--- src/rtl/pcm_tx_pkg.sv ---
package pcm_tx_pkg;
  // Frame position counter: up to 64 bit clocks per frame
  localparam int POS_W = 6;
  localparam int WIDE_FRAME = 64;
  localparam int NARROW_FRAME = 32;

  // Strobes from the timing control to the serializer datapath
  typedef struct packed {
    logic             fall;       // bit clock falls this cycle
    logic             frameStart; // falling edge that begins a frame
    logic [POS_W-1:0] bitPos;     // frame position entered on this fall
    logic             wideFrame;  // frame size of the position entered
  } txStrobe_t;

  // Sample word width for a precision code
  function automatic logic [POS_W-1:0] precWidth(input logic [1:0] code);
    case (code)
      2'd0:    return 6'd16;
      2'd1:    return 6'd18;
      2'd2:    return 6'd20;
      default: return 6'd24;
    endcase
  endfunction
endpackage

--- src/rtl/pcm_tx_ctrl.sv ---
module pcm_tx_ctrl
  import pcm_tx_pkg::*;
#(
  parameter int DIV_W = 8
) (
  input  logic             clk,
  input  logic             rstN,
  input  logic [DIV_W-1:0] divider,
  input  logic             wideReq,
  output logic             bitClk,
  output txStrobe_t        strb
);
  timeunit 1ns; timeprecision 1ps;

  localparam logic [POS_W-1:0] LAST_WIDE   = POS_W'(WIDE_FRAME - 1);
  localparam logic [POS_W-1:0] LAST_NARROW = POS_W'(NARROW_FRAME - 1);

  logic [DIV_W-1:0] halfCnt;
  logic             bitClkQ;
  logic [POS_W-1:0] bitCnt;
  logic             wideQ;
  logic             edgeTick;
  logic [POS_W-1:0] lastPos;
  logic [POS_W-1:0] nextPos;

  // A shrinking divider must not strand the counter above its limit
  assign edgeTick = (halfCnt >= divider);
  assign lastPos  = wideQ ? LAST_WIDE : LAST_NARROW;
  assign nextPos  = (bitCnt >= lastPos) ? '0 : bitCnt + 1'b1;

  always_ff @(posedge clk or negedge rstN) begin
    if (!rstN) begin
      halfCnt <= '0;
      bitClkQ <= 1'b0;
      bitCnt  <= LAST_NARROW;
      wideQ   <= 1'b0;
    end else if (edgeTick) begin
      halfCnt <= '0;
      bitClkQ <= ~bitClkQ;
      if (bitClkQ) begin
        bitCnt <= nextPos;
        if (nextPos == '0) wideQ <= wideReq;
      end
    end else begin
      halfCnt <= halfCnt + 1'b1;
    end
  end

  always_comb begin
    strb.fall       = edgeTick & bitClkQ;
    strb.frameStart = edgeTick & bitClkQ & (nextPos == '0);
    strb.bitPos     = nextPos;
    strb.wideFrame  = (nextPos == '0) ? wideReq : wideQ;
  end

  assign bitClk = bitClkQ;

  // the bit clock holds its level while the half-period counter runs
  assert_bitclk_hold_R1: assert property (@(posedge clk) disable iff (!rstN)
    ($past(halfCnt) < $past(divider)) |-> $stable(bitClkQ));

  // a frame wraps only from its last position for the latched size
  assert_frame_wrap_R2: assert property (@(posedge clk) disable iff (!rstN)
    (strb.frameStart) |=> ($past(wideQ) ? ($past(bitCnt) == LAST_WIDE)
                                         : ($past(bitCnt) == LAST_NARROW)));
endmodule

--- src/rtl/pcm_tx_dp.sv ---
module pcm_tx_dp
  import pcm_tx_pkg::*;
#(
  parameter int SAMPLE_W = 24
) (
  input  logic                clk,
  input  logic                rstN,
  input  txStrobe_t           strb,
  input  logic [SAMPLE_W-1:0] leftSample,
  input  logic [SAMPLE_W-1:0] rightSample,
  input  logic [1:0]          precision,
  input  logic                lsbFirst,
  input  logic                rightJust,
  input  logic                mute,
  output logic                wordClk,
  output logic                sdata
);
  timeunit 1ns; timeprecision 1ps;

  localparam int IDX_W = $clog2(SAMPLE_W);
  localparam int NUM_CH = 2;

  logic [SAMPLE_W-1:0] chanIn  [NUM_CH];
  logic [SAMPLE_W-1:0] chanQ   [NUM_CH];
  logic [SAMPLE_W-1:0] chanCur [NUM_CH];

  logic [1:0]       precQ;
  logic             lsbQ;
  logic             rjQ;

  logic [1:0]       curPrec;
  logic             curLsb;
  logic             curRj;
  logic [POS_W-1:0] slotBits;
  logic             isRight;
  logic [POS_W-1:0] slotPos;
  logic [POS_W-1:0] wBits;
  logic [POS_W-1:0] startPos;
  logic             inWord;
  logic [POS_W-1:0] offs;
  logic [POS_W-1:0] bitIdx;
  logic [SAMPLE_W-1:0] curWord;
  logic             bitVal;
  logic             wordClkQ;
  logic             sdataQ;

  assign chanIn[0] = leftSample;
  assign chanIn[1] = rightSample;

  // Per-channel capture; the first bit of a frame bypasses the register
  for (genvar ch = 0; ch < NUM_CH; ch++) begin : gChan
    always_ff @(posedge clk or negedge rstN) begin
      if (!rstN)               chanQ[ch] <= '0;
      else if (strb.frameStart) chanQ[ch] <= chanIn[ch];
    end
    assign chanCur[ch] = strb.frameStart ? chanIn[ch] : chanQ[ch];
  end

  always_ff @(posedge clk or negedge rstN) begin
    if (!rstN) begin
      precQ <= '0;
      lsbQ  <= 1'b0;
      rjQ   <= 1'b0;
    end else if (strb.frameStart) begin
      precQ <= precision;
      lsbQ  <= lsbFirst;
      rjQ   <= rightJust;
    end
  end

  always_comb begin
    curPrec  = strb.frameStart ? precision : precQ;
    curLsb   = strb.frameStart ? lsbFirst  : lsbQ;
    curRj    = strb.frameStart ? rightJust : rjQ;
    slotBits = strb.wideFrame ? POS_W'(WIDE_FRAME / 2) : POS_W'(NARROW_FRAME / 2);
    isRight  = (strb.bitPos >= slotBits);
    slotPos  = isRight ? (strb.bitPos - slotBits) : strb.bitPos;
    wBits    = precWidth(curPrec);
    startPos = curRj ? (slotBits - wBits) : '0;
    inWord   = (slotPos >= startPos) && (slotPos < (startPos + wBits));
    offs     = slotPos - startPos;
    bitIdx   = curLsb ? offs : (wBits - 1'b1 - offs);
    curWord  = isRight ? chanCur[1] : chanCur[0];
    bitVal   = inWord ? curWord[bitIdx[IDX_W-1:0]] : 1'b0;
  end

  always_ff @(posedge clk or negedge rstN) begin
    if (!rstN) begin
      wordClkQ <= 1'b0;
      sdataQ   <= 1'b0;
    end else if (strb.fall) begin
      wordClkQ <= isRight;
      sdataQ   <= mute ? 1'b0 : bitVal;
    end
  end

  assign wordClk = wordClkQ;
  assign sdata   = sdataQ;

  // data only moves on a falling bit-clock strobe
  assert_data_on_fall_R4: assert property (@(posedge clk) disable iff (!rstN)
    (!strb.fall) |=> $stable(sdataQ));

  // a muted falling edge always drives zero
  assert_mute_zero_R10: assert property (@(posedge clk) disable iff (!rstN)
    (strb.fall && mute) |=> !sdataQ);

  // the word clock toggles only at a frame or half-frame boundary
  assert_wordclk_half_R3: assert property (@(posedge clk) disable iff (!rstN)
    (!$stable(wordClkQ)) |-> ($past(strb.fall) &&
      (($past(strb.bitPos) == 6'd0) || ($past(strb.bitPos) == 6'd16) ||
       ($past(strb.bitPos) == 6'd32))));
endmodule

--- src/rtl/pcm_tx.sv ---
module pcm_tx
  import pcm_tx_pkg::*;
(
  input  logic        clk,
  input  logic        rstN,
  input  logic [7:0]  divider,
  input  logic        wideSlot,
  input  logic [1:0]  precision,
  input  logic        lsbFirst,
  input  logic        rightJust,
  input  logic        mute,
  input  logic [23:0] leftSample,
  input  logic [23:0] rightSample,
  output logic        bitClk,
  output logic        wordClk,
  output logic        sdata
);
  timeunit 1ns; timeprecision 1ps;

  localparam int DIV_W    = 8;
  localparam int SAMPLE_W = 24;

  txStrobe_t strb;
  logic      wideReq;

  // Precisions above 16 bits cannot fit a 16-bit slot
  assign wideReq = wideSlot | (precision != 2'd0);

  pcm_tx_ctrl #(.DIV_W(DIV_W)) i_ctrl (
    .clk     (clk),
    .rstN    (rstN),
    .divider (divider),
    .wideReq (wideReq),
    .bitClk  (bitClk),
    .strb    (strb)
  );

  pcm_tx_dp #(.SAMPLE_W(SAMPLE_W)) i_dp (
    .clk         (clk),
    .rstN        (rstN),
    .strb        (strb),
    .leftSample  (leftSample),
    .rightSample (rightSample),
    .precision   (precision),
    .lsbFirst    (lsbFirst),
    .rightJust   (rightJust),
    .mute        (mute),
    .wordClk     (wordClk),
    .sdata       (sdata)
  );
endmodule

--- config.mk ---
export PLATFORM = sky130hd
export DESIGN_NAME = pcm_tx
export DESIGN_NICKNAME = d
export VERILOG_FILES = /design/src/rtl/pcm_tx_pkg.sv /design/src/rtl/pcm_tx_ctrl.sv /design/src/rtl/pcm_tx_dp.sv /design/src/rtl/pcm_tx.sv
export SDC_FILE = /design/constraint.sdc
export NUM_CORES = 1
export LEC_CHECK = 0
export CAP_MARGIN = 20
export CORE_MARGIN = 2
export CORE_UTILIZATION = 50
export CTS_CLUSTER_DIAMETER = 40
export CTS_CLUSTER_SIZE = 40
export DETAILED_ROUTE_END_ITERATION = 7
export DONT_BUFFER_PORTS = 1
export HOLD_SLACK_MARGIN = 0.02
export PLACE_DENSITY = 0.67
export SLEW_MARGIN = 40
export SYNTH_ARGS = -nofsm -noshare
export SYNTH_HDL_FRONTEND = slang
export SYNTH_HIERARCHICAL = 1
export SYNTH_SLANG_ARGS = --single-unit
--- constraint.sdc ---
create_clock -name clk -period 7 [get_ports clk]
set_input_delay 0.35 -clock clk [delete_from_list [all_inputs] [get_ports clk]]
set_output_delay 0.35 -clock clk [all_outputs]
set_load 0.005 [all_outputs]
==> results of run 1 <==
==> timing repair <==
action	CTS	global route
buffers inserted	0	0
hold buffers	2	0
endpoints found under the hold margin	70	0
==> kinds of logic after synthesis <==
group           count (synthesis)
flops                          70
buf+inv                        49
mux                            90
simple gates                  110
compound gates                 71
fa+ha+maj                      32
xor+xnor                       21
==> synth_stat cells, types with 10 or more instances <==
library cell and count:
dfrtp_1 65, mux2_2 46, nor2_1 38, mux2i_1 35, ha_1 29, inv_1 27, nand2_1 14, nor3_1 14
buf_2 12, a21oi_1 11, xor2_1 11, nand3_1 10
==> area by class of cell <==
cell class                      count  share of cell area (%)
Multi-Input combinational cell    324                   54.61
Sequential cell                    70                   34.30
Tap cell                          129                   3.149
Clock buffer                        9                   2.417
Inverter                           28                   2.051
Clock inverter                      7                   2.002
Timing Repair Buffer                7                   1.465
==> sequential cells by signal, indices dropped and copies added, names as in the netlist <==
register,count
i_ctrl/bitClk,1
i_ctrl/bitCnt,6
i_ctrl/halfCnt,8
i_ctrl/wideQ,1
i_dp/chanQ,48
i_dp/lsbQ,1
i_dp/precQ,2
i_dp/rjQ,1
i_dp/sdata,1
i_dp/wordClk,1
==> metrics by stage <==
| step | setup slack (ps) | cell area [µm²] | util (%) | cells | hold WS, ps |
|---|---|---|---|---|---|
| 2_1_floorplan | 882.8 | 4778 | - | 443 | 54.41 |
| 3_3_place_gp | 1494 | 4861 | 52.61 | 556 | 58.14 |
| 3_5_place_dp | 1262 | 4861 | 52.61 | 556 | 57.96 |
| 4_1_cts | 1255 | 5125 | 55.46 | 574 | 129.3 |
| 5_1_grt | 857.5 | 5125 | 55.46 | 574 | 123.8 |
| 6_report | 1202 | 5125 | 55.46 | 574 | 147.5 |
==> metal layers <==
metal | vias to the layer above | global-route usage [%] | part of all wire, %
li1 | 1608 | - | -
met2 | 72 | 31.17 | 46
met1 | 1639 | 27.65 | 48
met3 | 14 | 4.693 | 5.3
met5 | - | 0 | 0
met4 | 0 | 6.549 | 1.4
==> final timing paths <==
kind | slack (ps) | cells past startpoint | start | endpoint
max | 1200 | 20 | i_ctrl/bitCnt[0] | i_dp/sdata
min | 150 | 1 | rightSample[6] | i_dp/chanQ[6]
max reg2reg | 1200 | 20 | i_ctrl/bitCnt[0] | i_dp/sdata
min reg2reg | 500 | 1 | i_dp/chanQ[5] | i_dp/chanQ[5]
max in group asynchronous | 6100 | 2 | rstN | i_ctrl/bitCnt[3]
min in group asynchronous | 590 | 2 | rstN | i_ctrl/halfCnt[3]
==> power by group through the flow <==
| stage | clock (mW) | sequential [mW] | combinational [mW] |
|---|---|---|---|
| 4_1_cts | 0.383 | 0.618 | 1.44 |
| 5_1_grt | 0.402 | 0.636 | 1.61 |
| 3_3_place_gp | 0 | 0.619 | 1.39 |
| 6_report | 0.374 | 0.617 | 1.45 |
| 3_5_place_dp | 0 | 0.626 | 1.43 |
| 2_1_floorplan | 0 | 0.597 | 1.18 |
==> reports/metrics.yaml, run 1 <==
crit_arrival_ps: 6030
nFillCells: 797
avgSynthCellArea_um2: 10.79
grt_pass1_vias: 3281
cts_buffers: 9
drv_cap: 0
rsz0062_at_grt: "no"
async_reset_ff_share_pct: 100.0
syn-num-nets: 539
worstSetupEndpointType: "flop"
intPower_mw: 1.375
die_w_um: 101.8
routed_wl_mm: 9.959
synth-simple-area-share_pct: 12.05
numClockSinks: 70
cp_top_family: "adder cells"
gp_congestion: 0.8779
synth_top_area_share_pct: 34.04
seqPwrFrac_pct: 25.2
crit_path_max_fanout: 27
synth_compound_area_share_pct: 11.84
slew_violations: 0
syn_to_final_growth_pct: 7.253
power_frac_clock_pct: 15.3
tightest_slew_ps: 709.7
die-area_um2: 10360
path_cells: "ha_1 -> and3_2 -> a311oi_1 -> a211oi_2 -> and3_4 -> mux2i_1 -> inv_1 -> ha_1 -> and2_1 -> ha_1 -> inv_1 -> fa_1 -> inv_1 -> fa_1 -> mux2i_2 -> nor2_1 -> a22oi_1 -> nor4b_1 -> nor3_1 -> o221a_1"
switching_share_pct: 43.79
nets: 536
synth_flop_cell: "dfrtp_1"
grt_pass1_wl_mm: 16.28
diodes: 0
synth-edff-count: 0
antenna_found_initial: 0
cts_htree_levels: 3
p_total_mw: 2.446
fp-row-count: 35
switching_power_mw: 1.071
hp-class: "in2reg"
yosys-top-cells-area: "dfrtp_1, mux2_2, ha_1, mux2i_1, nor2_1"
synth.yosys.seq_area_share_pct: 36.79
min_period_over_period_pct: 82.82
cts_root_buffer: "clkbuf_8"
cpPeakStageDelay_ps: 590
synth_warnings: 6
clk_latency_ps: 350
vias_per_cell: 5.807
outcome: "complete, no violations"
synth_xor_area_share_pct: 4.399
fin_tns_setup_ps: 0
ioPinCount: 67
finalClockSkew_ps: 10.40
path_clk_slew_ps: 90
core_area_um2: 9240
fmax_mhz: 172.5
regArea_um2: 1758
worstPathRequired_ps: 7230
grt_max_degree: 71
multiInputGateArea_um2: 2799
dr.pass1.iters: 4
placement.io_buffers: 0
cts_max_path_buffers: 2
p_comb_share_pct: 59.5
layout_common_cells: "dfrtp_1, mux2_2, nor2_1"
drc_errors: 0
drive_gt1_share_pct: 22.47
p_per_area_nw_per_um2: 477.3
final_common_cell: "dfrtp_1"
synthMuxAreaShare_pct: 21.45
yosys.area.top_type: "dfrtp_1"
setup-violations-final: 0
vias: 3333
place_hpwl_mm: 7.246
power.leakage_nw: 2.335
initial_core_util_pct: 51.71
syn_area_um2: 4778
die_h_um: 101.8
ys_ff_latch: 70
period_needed_ps: 5798
netlist_instances: 443
synthAdderAreaFrac_pct: 8.850
cts-resized-gates: 0
ant_nets: 0
slowest_stage: "dfstp_2"
vdd_drop_max_uv: 206.9
grt_usage_pct: 20.03
timing.critical_path.from_type: "flop"
relSlewSlack_pct: 52.69
wl_per_cell_um: 17.35
drt_iter0_drc: 167
grt-ovfl-total: 0
cts_tree: "yes"
crit_buf_inv: 3
synth_top_family_by_area: "multiplexers"
ys_types: 67
crit_type: "reg2reg"
hold_viol_final: 0
Power figures use the tool's default switching activity.
==> inputs of run 2 (changes only) <==
--- a/config.mk
+++ b/config.mk
@@ -5,6 +5,7 @@
 export SDC_FILE = /design/constraint.sdc
 export NUM_CORES = 1
 export LEC_CHECK = 0
+export ABC_AREA = 1
 export CAP_MARGIN = 20
 export CORE_MARGIN = 2
 export CORE_UTILIZATION = 50
@@ -13,7 +14,7 @@
 export DETAILED_ROUTE_END_ITERATION = 7
 export DONT_BUFFER_PORTS = 1
 export HOLD_SLACK_MARGIN = 0.02
-export PLACE_DENSITY = 0.67
+export PLACE_DENSITY = 0.7
 export SLEW_MARGIN = 40
 export SYNTH_ARGS = -nofsm -noshare
 export SYNTH_HDL_FRONTEND = slang
==> constraint.sdc (replaced) <==
create_clock -name clk -period 4.86 [get_ports clk]
set_input_delay 0.243 -clock clk [delete_from_list [all_inputs] [get_ports clk]]
set_output_delay 0.243 -clock clk [all_outputs]
set_load 0.005 [all_outputs]
==> reports/metrics.yaml, run 2 <==
cts_root_buffer: "clkbuf_8"
synth-edff-count: 0
async_reset_ff_share_pct: 100.0
avgSynthCellArea_um2: 7.539
slew_violations: 0
cts_htree_levels: 3
worstSetupEndpointType: "flop"
r2r_start: "i_ctrl/bitCnt[1]"
initial_core_util_pct: 51.34
die_w_um: 98.40
timing.critical_path.from_type: "flop"
hold_end: "i_dp/chanQ[39]"
cts_max_path_buffers: 2
ys_types: 38
relSlewSlack_pct: 74.60
core_area_um2: 8678
ant_nets: 0
clk_latency_ps: 350
power_frac_clock_pct: 12.9
grt_pass1_wl_mm: 17.08
dr.pass1.iters: 4
syn_area_um2: 4456
hp-class: "in2reg"
crit_type: "reg2reg"
nFillCells: 831
post-synth-top-count-cell: "nand2_1"
switching_share_pct: 47.56
drt_iter0_drc: 256
reg2reg_depth: 27
utilization_pct: 56.66
finalClockSkew_ps: 9.177
p_per_area_nw_per_um2: 744.8
intPower_mw: 1.920
cts_buffers: 9
min-delay-start: "leftSample[15]"
reg2reg_to: "i_dp/sdata"
numClockSinks: 70
crit_path_max_fanout: 5
worstPathRequired_ps: 5090
reg2reg_slack_ps: 230
p_total_mw: 3.662
die_h_um: 98.40
synth_warnings: 6
netlist_instances: 591
setup-violations-final: 0
netlist_top_cells_count: "nand2_1, nand3_1, dfrtp_1"
synth_flop_cell: "dfrtp_1"
fp-row-count: 34
crit_arrival_ps: 4870
outcome: "complete, no violations"
cts_tree: "yes"
hold_viol_final: 0
routed_wl_mm: 10.12
drive_gt1_share_pct: 13.61
yosys-top-cells-area: "dfrtp_1, nand2_1, ha_1, nand3_1, inv_1"
vias: 3792
ys_ff_latch: 70
wl_per_cell_um: 14.09
vdd_drop_max_uv: 343.4
grt-ovfl-total: 0
layout_common_cells: "nand2_1, nand3_1, dfrtp_1"
final_common_cell: "nand2_1"
min_period_over_period_pct: 95.28
place_hpwl_mm: 7.147
whs_path_depth: 2
nets: 701
drv_cap: 0
largest_reg_flops: 48
tightest_slew_ps: 380.5
switching_power_mw: 1.742
ioPinCount: 67
die-area_um2: 9683
path_clk_slew_ps: 80
grt_pass1_vias: 3714
synth_top_area_share_pct: 36.51
placement.io_buffers: 0
p_comb_share_pct: 61.2
period_needed_ps: 4631
vias_per_cell: 5.281
grt_usage_pct: 21.73
seqPwrFrac_pct: 25.9
diodes: 0
gp_congestion: 0.9322
yosys.area.top_type: "dfrtp_1"
drc_errors: 0
grt_max_degree: 71
fmax_mhz: 215.9
antenna_found_initial: 0
max_flop_register: "i_dp/chanQ"
synth.yosys.seq_area_share_pct: 39.46
syn-num-nets: 687
top_regs: "i_dp/chanQ x48, i_ctrl/halfCnt x8, i_ctrl/bitCnt x6"
syn_to_final_growth_pct: 10.36
power.leakage_nw: 2.614
==> run 2: changes by cell type in the layout (fill, tap and decap cells not counted), sizes merged, moves of 8 or more <==
cell / before / now
nand2: 14 / 247
inv: 31 / 64
nand3: 10 / 74
mux2: 51 / 0
xnor2: 10 / 1
nor2: 39 / 24
o21ai: 10 / 23
nor3: 15 / 4
mux2i: 37 / 0
o22ai: 8 / 0
buf: 6 / 22
==> run 2: critical path, cell delays in order (launching register included) <==
cell,delay (ps)
dfstp_2,590
ha_4,160
nand2_2,70
nor2_2,100
nand2_2,80
nand4_1,120
nand2_2,100
nor3_4,360
inv_6,40
or2_2,290
o21ai_2,100
ha_2,220
inv_1,50
nor2_1,120
ha_2,210
inv_1,60
fa_1,500
inv_1,70
fa_1,500
inv_1,60
o21ai_4,180
inv_2,80
nand3_1,90
nand3_1,80
nand3_1,90
nand2_1,60
nand3_1,80
nand2_1,60
==> run 2: worst max-delay path by stage <==
stage	from	to	slack [ps]	cells past startpoint
2_1_floorplan	i_ctrl/halfCnt[7]	i_dp/sdata	60	31
3_3_place_gp	i_ctrl/bitCnt[0]	i_dp/sdata	230	27
3_5_place_dp	i_ctrl/bitCnt[0]	i_dp/sdata	-10	27
4_1_cts	i_ctrl/halfCnt[5]	i_dp/sdata	20	27
5_1_grt	i_ctrl/halfCnt[4]	i_dp/sdata	-30	27
6_report	i_ctrl/bitCnt[1]	i_dp/sdata	230	27
==> run 2: cells by family (layout without fill, tap and decap cells) <==
kind of cell,Yosys count,after routing,synth area share [%]
AND/OR/NAND/NOR,364,364,36.37
buffers and inverters,84,103,9.042
flip-flops,70,70,39.46
AO/OA/AOI/OAI,35,35,4.465
adder cells (fa/ha/maj),32,32,9.492
XOR/XNOR,6,6,1.179
==> run 2: power groups by stage <==
stage,Sequential [mW],Combinational [mW],Clock [mW]
2_1_floorplan,0.923,1.70,0
3_3_place_gp,0.946,1.99,0
3_5_place_dp,0.957,2.05,0
4_1_cts,0.947,2.09,0.485
5_1_grt,0.975,2.54,0.517
6_report,0.949,2.24,0.471
==> run 2: cell type report <==
type | instances | area, µm² | share of cell area [%]
Clock buffer | 9 | 123.9 | 2.519
Clock inverter | 7 | 72.57 | 1.476
Inverter | 63 | 241.5 | 4.911
Multi-Input combinational cell | 437 | 2376 | 48.32
Sequential cell | 70 | 1759 | 35.78
Tap cell | 108 | 135.1 | 2.748
Timing Repair Buffer | 24 | 209.0 | 4.249
==> run 2: metrics by stage <==
stage / std cells / setup TNS (ps) / setup slack (ps) / hold WS (ps) / area [µm²]
6_report: 718 / 0 / 229.2 / 37.70 / 4917
5_1_grt: 718 / -25.80 / -25.80 / 26.68 / 4917
4_1_cts: 701 / 0 / 18.89 / 20.10 / 4717
3_5_place_dp: 683 / -12.43 / -12.43 / -50.11 / 4473
3_3_place_gp: 683 / 0 / 234.8 / -50.19 / 4473
2_1_floorplan: 591 / 0 / 55.09 / -52.59 / 4456
==> run 2: metal layers <==
layer / wire [µm] / GRT usage, % / vias up
met4: 179 / 6.849 / 0
met2: 4717 / 34.69 / 118
met5: 0 / 0 / -
met3: 677 / 6.514 / 16
li1: - / - / 1901
met1: 4541 / 28.56 / 1757
==> run 2: what timing repair did <==
action	4_1_cts	5_1_grt
buffers inserted	0	16
endpoints found under the setup margin	1	1
cloned	0	0
pin swaps	2	8
gates resized for setup	4	14
endpoints found under the hold margin	70	1
hold buffers	2	1
==> inputs of run 3 (changes only) <==
--- a/config.mk
+++ b/config.mk
@@ -14,7 +14,7 @@
 export DETAILED_ROUTE_END_ITERATION = 7
 export DONT_BUFFER_PORTS = 1
 export HOLD_SLACK_MARGIN = 0.02
-export PLACE_DENSITY = 0.7
+export PLACE_DENSITY = 0.67
 export SLEW_MARGIN = 40
 export SYNTH_ARGS = -nofsm -noshare
 export SYNTH_HDL_FRONTEND = slang
==> constraint.sdc (replaced) <==
create_clock -name clk -period 4.6 [get_ports clk]
set_input_delay 0.23 -clock clk [delete_from_list [all_inputs] [get_ports clk]]
set_output_delay 0.23 -clock clk [all_outputs]
set_load 0.005 [all_outputs]
==> reports/metrics.yaml, run 3 (same netlist as run 2, synthesis figures left out) <==
drt_iter0_drc: 170
grt_pass1_wl_mm: 17.31
ioPinCount: 67
max_flop_register: "i_dp/chanQ"
min_period_over_period_pct: 95.83
cts_buffers: 9
reg2reg_slack_ps: 190
fin_cells: 736
switching_power_mw: 1.951
whs_ps: 29.44
multiInputGateArea_um2: 2466
diodes: 0
nets: 719
fmax_mhz: 226.9
syn_to_final_growth_pct: 16.06
fin_tns_setup_ps: 0
path_clk_slew_ps: 80
wl_per_cell_um: 14.28
top_regs: "i_dp/chanQ x48, i_ctrl/halfCnt x8, i_ctrl/bitCnt x6"
largest_reg_flops: 48
antenna_found_initial: 0
period_needed_ps: 4408
crit_path_end: "i_dp/sdata"
die-area_um2: 9683
cpPeakStageDelay_ps: 510
cts_max_path_buffers: 2
worstSetupEndpointType: "flop"
nFillCells: 809
cts_htree_levels: 3
tightest_slew_ps: 383.6
p_total_mw: 4.012
intPower_mw: 2.061
slowest_stage: "fa_1"
grt_max_degree: 71
routed_wl_mm: 10.51
die_h_um: 98.40
vdd_drop_max_uv: 466.4
initial_core_util_pct: 51.34
crit_buf_inv: 7
final_common_cell: "nand2_1"
vias_per_cell: 5.221
drv_cap: 0
fp-row-count: 34
layout_common_cells: "nand2_1, dfrtp_1, nand3_1"
crit_type: "reg2reg"
die_w_um: 98.40
timing.critical_path.from_type: "flop"
ant_nets: 0
cts_root_buffer: "clkbuf_8"
p_comb_share_pct: 63.6
switching_share_pct: 48.63
reg2reg_depth: 28
hp-class: "in2reg"
grt_usage_pct: 21.96
crit_path_max_fanout: 6
vias: 3843
crit_arrival_ps: 4650
hold_viol_final: 0
finalClockSkew_ps: 10.51
gp_congestion: 0.9368
numClockSinks: 70
outcome: "complete, no violations"
drc_errors: 0
cpMostUsedCell: "inv_2"
seqPwrFrac_pct: 25.2
regArea_um2: 1758
whs_path_depth: 2
dr.pass1.iters: 4
slew_violations: 0
grt-ovfl-total: 0
cp_top_family: "adder cells"
relSlewSlack_pct: 74.42
placedInstanceArea_um2: 4519
setup-violations-final: 0
p_per_area_nw_per_um2: 775.9
placement.io_buffers: 0
critical_path_depth: 28
place_hpwl_mm: 7.367
power.leakage_nw: 2.718
reg2reg_to: "i_dp/sdata"
grt_pass1_vias: 3759
core_area_um2: 8678
power_frac_clock_pct: 11.2
clk_latency_ps: 350
cts_tree: "yes"
r2r_start: "i_ctrl/halfCnt[6]"
rsz0062_at_grt: "yes"
worstPathRequired_ps: 4840
crit_start: "i_ctrl/halfCnt[6]"
dp.cells: 686
drive_gt1_share_pct: 16.56
final_area_um2: 5171
==> run 3: area by class of cell <==
cell class / count / area share, %
Multi-Input combinational cell: 437 / 47.69
Sequential cell: 70 / 33.99
Timing Repair Buffer: 42 / 7.622
Inverter: 63 / 4.718
Tap cell: 108 / 2.613
Clock buffer: 9 / 2.395
Clock inverter: 7 / 0.9678
==> run 3: how the worst min path moves through the flow <==
stage	start	endpoint	slack [ps]
2_1_floorplan	rstN	i_ctrl/bitClk	-70
3_3_place_gp	rstN	i_ctrl/halfCnt[2]	-60
3_5_place_dp	rstN	i_ctrl/halfCnt[1]	-60
4_1_cts	leftSample[21]	i_dp/chanQ[45]	20
5_1_grt	rightSample[19]	i_dp/chanQ[19]	30
6_report	leftSample[2]	i_dp/chanQ[26]	30
==> run 3: what timing repair did <==
| item | in CTS | in global routing |
|---|---|---|
| resized for setup | 1 | 30 |
| setup buffers | 1 | 15 |
| hold buffers | 18 | 0 |
| pin swaps | 1 | 18 |
| hold endpoints to repair | 86 | 0 |
| setup endpoints to repair | 1 | 1 |
==> run 3: metal layers <==
layer  global-route usage (%)  part of all wire, %
met1                    29.85                   46
met3                    4.939                  4.5
met4                    6.955                  1.6
met5                        0                    0
met2                    35.16                   48
==> run 3: metrics by stage <==
stage               setup slack [ps]  util, %
CTS                            11.90    56.68
detailed placement            -77.27    52.08
global route                  -62.05    59.59
floorplan                     -27.78        -
global placement               177.4    52.08
finish                         192.0    59.59
==> run 3: power groups by stage <==
| stage | combinational (mW) | sequential, mW | clock (mW) |
|---|---|---|---|
| floorplan | 1.84 | 0.977 | 0 |
| global placement | 2.14 | 1.00 | 0 |
| detailed placement | 2.21 | 1.02 | 0 |
| CTS | 2.27 | 1.00 | 0.461 |
| global route | 2.93 | 1.04 | 0.487 |
| finish | 2.55 | 1.01 | 0.448 |
